$ cat config.mk
export PLATFORM = sky130hd
export DESIGN_NAME = tcap_unit
export DESIGN_NICKNAME = d
export VERILOG_FILES = /design/src/rtl/tcap_pkg.sv /design/src/rtl/tcap_sync_edge.sv /design/src/rtl/tcap_prescale.sv /design/src/rtl/tcap_fsm.sv /design/src/rtl/tcap_unit.sv
export SDC_FILE = /design/constraint.sdc
export NUM_CORES = 1
export LEC_CHECK = 0
export BUFFER_PORTS_ARGS = -buffer_cell sky130_fd_sc_hd__buf_2
export CAP_MARGIN = 15
export CORE_MARGIN = 3
export CORE_UTILIZATION = 49
export DETAILED_ROUTE_END_ITERATION = 16
export PLACE_DENSITY = 0.84
export SLEW_MARGIN = 20
export SYNTH_ARGS = -nofsm -noshare
export SYNTH_HDL_FRONTEND = slang
export SYNTH_SLANG_ARGS = --single-unit
$ cat constraint.sdc
create_clock -name clk_i -period 2.6 [get_ports clk_i]
set_input_delay 0.52 -clock clk_i [delete_from_list [all_inputs] [get_ports clk_i]]
set_output_delay 0.52 -clock clk_i [all_outputs]
set_load 0.02 [all_outputs]
$ cat src/rtl/tcap_pkg.sv
`timescale 1ns/1ps
package tcap_pkg;
    localparam logic [3:0] MODE_OFF    = 4'b0000;
    localparam logic [3:0] MODE_FALL   = 4'b0100;
    localparam logic [3:0] MODE_RISE   = 4'b0101;
    localparam logic [3:0] MODE_DIV_LO = 4'b0110;
    localparam logic [3:0] MODE_DIV_HI = 4'b0111;

    typedef enum logic [1:0] {
        ST_OFF  = 2'd0,
        ST_ARM  = 2'd1,
        ST_GRAB = 2'd2
    } cap_state_e;

    function automatic logic is_capture(input logic [3:0] m);
        return m[3:2] == 2'b01;
    endfunction

    function automatic logic is_scaled(input logic [3:0] m);
        return m[3:1] == 3'b011;
    endfunction
endpackage

$ cat src/rtl/tcap_sync_edge.sv
`timescale 1ns/1ps
module tcap_sync_edge #(
    parameter int STAGES = 2
) (
    input  logic clk_i,
    input  logic rst_ni,
    input  logic pin_i,
    output logic rise_o,
    output logic fall_o
);
    logic [STAGES-1:0] sync_q;
    logic              last_q;

    // synchronizer chain, one flop per stage
    for (genvar g = 0; g < STAGES; g++) begin : g_stage
        if (g == 0) begin : g_first
            always_ff @(posedge clk_i or negedge rst_ni) begin
                if (!rst_ni) sync_q[0] <= 1'b0;
                else         sync_q[0] <= pin_i;
            end
        end else begin : g_next
            always_ff @(posedge clk_i or negedge rst_ni) begin
                if (!rst_ni) sync_q[g] <= 1'b0;
                else         sync_q[g] <= sync_q[g-1];
            end
        end
    end

    always_ff @(posedge clk_i or negedge rst_ni) begin
        if (!rst_ni) last_q <= 1'b0;
        else         last_q <= sync_q[STAGES-1];
    end

    assign rise_o = sync_q[STAGES-1] & ~last_q;
    assign fall_o = ~sync_q[STAGES-1] & last_q;
endmodule

$ cat src/rtl/tcap_prescale.sv
`timescale 1ns/1ps
module tcap_prescale
    import tcap_pkg::*;
#(
    parameter int PS_LO = 4,
    parameter int PS_HI = 16,
    localparam int CW   = $clog2(PS_HI)
) (
    input  logic          clk_i,
    input  logic          rst_ni,
    input  logic [3:0]    mode_i,
    input  logic          rise_i,
    input  logic          fall_i,
    output logic          evt_o,
    output logic [CW-1:0] cnt_o
);
    localparam logic [CW-1:0] LIM_LO = CW'(PS_LO - 1);
    localparam logic [CW-1:0] LIM_HI = CW'(PS_HI - 1);

    logic [CW-1:0] cnt_q, cnt_d;
    logic [CW-1:0] lim;
    logic          hit;

    always_comb begin
        lim = (mode_i == MODE_DIV_HI) ? LIM_HI : LIM_LO;
        // a count at or above the limit qualifies (early capture after switch)
        hit = rise_i && (cnt_q >= lim);
        unique case (mode_i)
            MODE_FALL:   evt_o = fall_i;
            MODE_RISE:   evt_o = rise_i;
            MODE_DIV_LO,
            MODE_DIV_HI: evt_o = hit;
            default:     evt_o = 1'b0;
        endcase
    end

    always_comb begin
        cnt_d = cnt_q;
        if (!is_capture(mode_i)) begin
            cnt_d = '0;
        end else if (is_scaled(mode_i) && rise_i) begin
            cnt_d = hit ? '0 : cnt_q + 1'b1;
        end
    end

    always_ff @(posedge clk_i or negedge rst_ni) begin
        if (!rst_ni) cnt_q <= '0;
        else         cnt_q <= cnt_d;
    end

    assign cnt_o = cnt_q;
endmodule

$ cat src/rtl/tcap_fsm.sv
`timescale 1ns/1ps
module tcap_fsm
    import tcap_pkg::*;
(
    input  logic       clk_i,
    input  logic       rst_ni,
    input  logic [3:0] mode_i,
    input  logic       evt_i,
    output cap_state_e state_o,
    output logic       grab_o
);
    cap_state_e state_q, state_d;

    always_ff @(posedge clk_i or negedge rst_ni) begin
        if (!rst_ni) state_q <= ST_OFF;
        else         state_q <= state_d;
    end

    always_comb begin
        state_d = state_q;
        unique case (state_q)
            ST_OFF:  state_d = is_capture(mode_i) ? (evt_i ? ST_GRAB : ST_ARM) : ST_OFF;
            ST_ARM:  state_d = !is_capture(mode_i) ? ST_OFF : (evt_i ? ST_GRAB : ST_ARM);
            ST_GRAB: state_d = !is_capture(mode_i) ? ST_OFF : (evt_i ? ST_GRAB : ST_ARM);
            default: state_d = ST_OFF;
        endcase
    end

    always_comb begin
        grab_o = (state_q == ST_GRAB);
    end

    assign state_o = state_q;
endmodule

$ cat src/rtl/tcap_unit.sv
`timescale 1ns/1ps
module tcap_unit
    import tcap_pkg::*;
#(
    parameter int TW          = 16,
    parameter int SYNC_STAGES = 2,
    parameter int PS_LO       = 4,
    parameter int PS_HI       = 16,
    localparam int CW         = $clog2(PS_HI)
) (
    input  logic          clk_i,
    input  logic          rst_ni,
    input  logic [3:0]    mode_i,
    input  logic          tsel_i,
    input  logic          pin_i,
    input  logic [TW-1:0] tmr_a_i,
    input  logic [TW-1:0] tmr_b_i,
    input  logic          flag_clr_i,
    output logic [TW-1:0] cap_o,
    output logic          flag_o
);
    logic          rise, fall, evt, grab;
    logic [CW-1:0] ps_cnt;
    cap_state_e    state_q;
    logic [TW-1:0] cap_q;
    logic          flag_q;

    tcap_sync_edge #(.STAGES(SYNC_STAGES)) u_sync (
        .clk_i (clk_i), .rst_ni (rst_ni), .pin_i (pin_i),
        .rise_o(rise),  .fall_o (fall)
    );

    tcap_prescale #(.PS_LO(PS_LO), .PS_HI(PS_HI)) u_ps (
        .clk_i (clk_i), .rst_ni (rst_ni), .mode_i (mode_i),
        .rise_i(rise),  .fall_i (fall),   .evt_o  (evt), .cnt_o (ps_cnt)
    );

    tcap_fsm u_fsm (
        .clk_i (clk_i), .rst_ni (rst_ni), .mode_i (mode_i),
        .evt_i (evt),   .state_o(state_q), .grab_o (grab)
    );

    always_ff @(posedge clk_i or negedge rst_ni) begin
        if (!rst_ni) begin
            cap_q  <= '0;
            flag_q <= 1'b0;
        end else begin
            if (grab) cap_q <= tsel_i ? tmr_b_i : tmr_a_i;
            // set has priority over the software clear
            if (grab)            flag_q <= 1'b1;
            else if (flag_clr_i) flag_q <= 1'b0;
        end
    end

    assign cap_o  = cap_q;
    assign flag_o = flag_q;
endmodule

==> impl_metrics.tcl <==
set metrics [dict create \
    clock-sinks 26 \
    root_buffer "clkbuf_4" \
    fp.dieH_um 56.0 \
    syn_to_final_growth_pct 27.1 \
    tns_ns 0 \
    start_kind "input port" \
    p_sw_share_pct 33.9 \
    ant_nets 0 \
    antenna_found_initial 0 \
    clock_path_buffers 2 \
    diodes 0 \
    power_mw 1.03 \
    fmax_mhz 532 \
    synth_cell_types 24 \
    fill_cells 195 \
    synth_seq_cells 26 \
    portBuffers 57 \
    finClkSkew_ns 0.00124 \
    chipWidth_um 56.0 \
    p_leak_nw 0.826 \
    multi_input_area_um2 541 \
    drc_errors 0 \
    seqPwrFrac_pct 50.4 \
    hold_class "in2async" \
    coreArea_um2 2300 \
    powerDensity_nw_per_um2 663 \
    yosysSeqAreaShare_pct 53.1 \
    overflow 0 \
    finalCritPeriodShare_pct 72.4 \
    cp_max_fo 4 \
    dp_hpwl_um 2010 \
    grt_pass1_wl_um 4440 \
    period_needed_ns 1.88 \
    ir_worst_vdd_uv 437 \
    drive_gt1_share_pct 37.0 \
    worstMarginPinSlew_ns 0.954 \
    cts_setup_buffers 0 \
    syn_area_per_cell_um2 10.5 \
    register_area_um2 651 \
    firstDrtPassIters 4 \
    htreeDepth 1 \
    power.switching_mw 0.351 \
    cts_buffers 3 \
    hold_viol 0 \
    drv_cap 0 \
    yosys_warnings 0 \
    slew_violations 0 \
    final_common_cell "buf_2" \
    status "finished clean" \
    grt_max_degree 34 \
    place_congestion 0.828 \
    num-nets-final 218 \
    grtUsageTotal_pct 17.7 \
    cts_hold_buf 0 \
    setup_viol 0 \
    cts.repair.resized 0 \
    intPower_mw 0.683 \
    clk_pin_slew_ns 0.13 \
    synthesis.instances 117 \
    pwr-share-comb_pct 30.0 \
    start_util_pct 53.4 \
    cp.required_ns 2.84 \
    cts_tree "yes" \
    maxSlewHeadroom_pct 36.4 \
    synth_area_um2 1230 \
    crit_type "in2reg" \
    crit_path_end_kind "flip-flop" \
    dieArea_um2 3140 \
    vias 1041 \
    mostFrequentLayoutCells "buf_2, dfrtp_1, nand2_1, o21ai_0, mux2i_1" \
    drt_iter0_markers 29 \
    wl_um 2610 \
    clockPowerShare_pct 19.6 \
    avgViaCountPerCell 5.18 \
    avgRoutedWirePerCell_um 13.0 \
    r2r_slack_ns 0.88 \
    rsz0062_at_grt "no" \
    grt_pass1_vias 1062 \
    whs_ns 0.165 \
    insertion_delay_ns 0.32 \
    arrival_ns 2.12 \
    rows 17 \
    synth.net_count 161 \
    ioPinCount 58 \
]
[layer usage]
layer / GRT usage, % / up-vias / routed length [um]
met4: 9.15 / 0 / 51
met5: 0 / - / 0
met2: 32.6 / 42 / 1340
li1: - / 518 / -
met3: 2.32 / 7 / 163
met1: 19.5 / 474 / 1060
[critical path, cell delays in order]
cell and delay (ns):
buf_2 0.09, nor2b_1 0.21, nand3_1 0.14, ha_1 0.28, or2_1 0.28, a31oi_4 0.25, nand3_2 0.13, o311ai_2 0.22
[registers in the layout (all words and copies together) (netlist names)]
register and cells:
cap_o 16, flag_o 1, u_fsm.state_o 2, u_ps.cnt_o 4, u_sync.last_q 1, u_sync.sync_q 2
[worst paths after layout]
kind                                  start               end  cells past startpoint
hold / removal                       rst_ni          cap_o[3]                      1
min in group clk_i                    pin_i  u_sync.sync_q[0]                      1
setup reg to reg              u_ps.cnt_o[2]     u_ps.cnt_o[2]                      5
hold reg to reg            u_sync.sync_q[0]  u_sync.sync_q[1]                      0
setup / recovery                  mode_i[2]     u_ps.cnt_o[2]                      8
max in group asynchronous            rst_ni     u_ps.cnt_o[0]                      1
[through the flow]
| step | util (%) | instances | worst slack [ns] | instance area (um^2) |
|---|---|---|---|---|
| after global routing | 67.9 | 201 | 0.622 | 1560 |
| after CTS | 67.9 | 201 | 0.723 | 1560 |
| after global placement | 66.3 | 197 | 0.499 | 1520 |
| final | 67.9 | 201 | 0.719 | 1560 |
| after detailed placement | 66.3 | 197 | 0.386 | 1520 |
| after floorplan | - | 117 | 0.631 | 1230 |
[synthesized netlist by cell type]
| cell | n | area, um^2 |
|---|---|---|
| a21oi_1 | 3 | 15.0 |
| a31oi_4 | 1 | 21.3 |
| nand3_1 | 4 | 20.0 |
| ha_1 | 3 | 37.5 |
| and2b_1 | 1 | 7.51 |
| nand4_1 | 1 | 6.26 |
| or2_1 | 1 | 6.26 |
| clkbuf_1 | 3 | 11.3 |
| nand3_2 | 1 | 10.0 |
| mux2i_1 | 16 | 160 |
| nor2_1 | 1 | 3.75 |
| nand2b_1 | 3 | 18.8 |
| nand2_1 | 22 | 82.6 |
| o22ai_1 | 1 | 6.26 |
| o311ai_2 | 1 | 16.3 |
| nor3b_1 | 1 | 7.51 |
| dfrtp_1 | 26 | 651 |
| buf_4 | 1 | 7.51 |
| buf_2 | 1 | 5.00 |
| o21ai_0 | 18 | 90.1 |
| a211o_1 | 1 | 8.76 |
| nor2b_1 | 2 | 12.5 |
| o21ai_1 | 2 | 10.0 |
| inv_1 | 3 | 11.3 |
[logic make-up (layout without fill, tap and decap cells)]
family          count (synthesis)  count (layout)  share of synthesized area [%]
simple gates                   37              37                           14.3
compound gates                 27              27                           13.7
flops                          26              26                           53.1
mux                            16              16                           13.1
buf+inv                         8              64                           2.86
fa+ha+maj                       3               3                           3.06
[power by group through the flow]
stage / Sequential [mW] / Combinational, mW / Clock [mW]
floorplan: 0.627 / 0.0817 / 0
global placement: 0.527 / 0.306 / 0
detailed placement: 0.529 / 0.316 / 0
CTS: 0.522 / 0.315 / 0.209
global route: 0.533 / 0.339 / 0.226
finish: 0.521 / 0.310 / 0.203
[final cells by class]
cell class	instances	area share, %
tap	28	2.25
timing repair buffer	57	18.3
inverter	3	0.722
multi-input combinational	83	34.7
sequential	26	41.7
clock buffer	4	2.33
No activity file was read; power rests on OpenSTA's default activity.
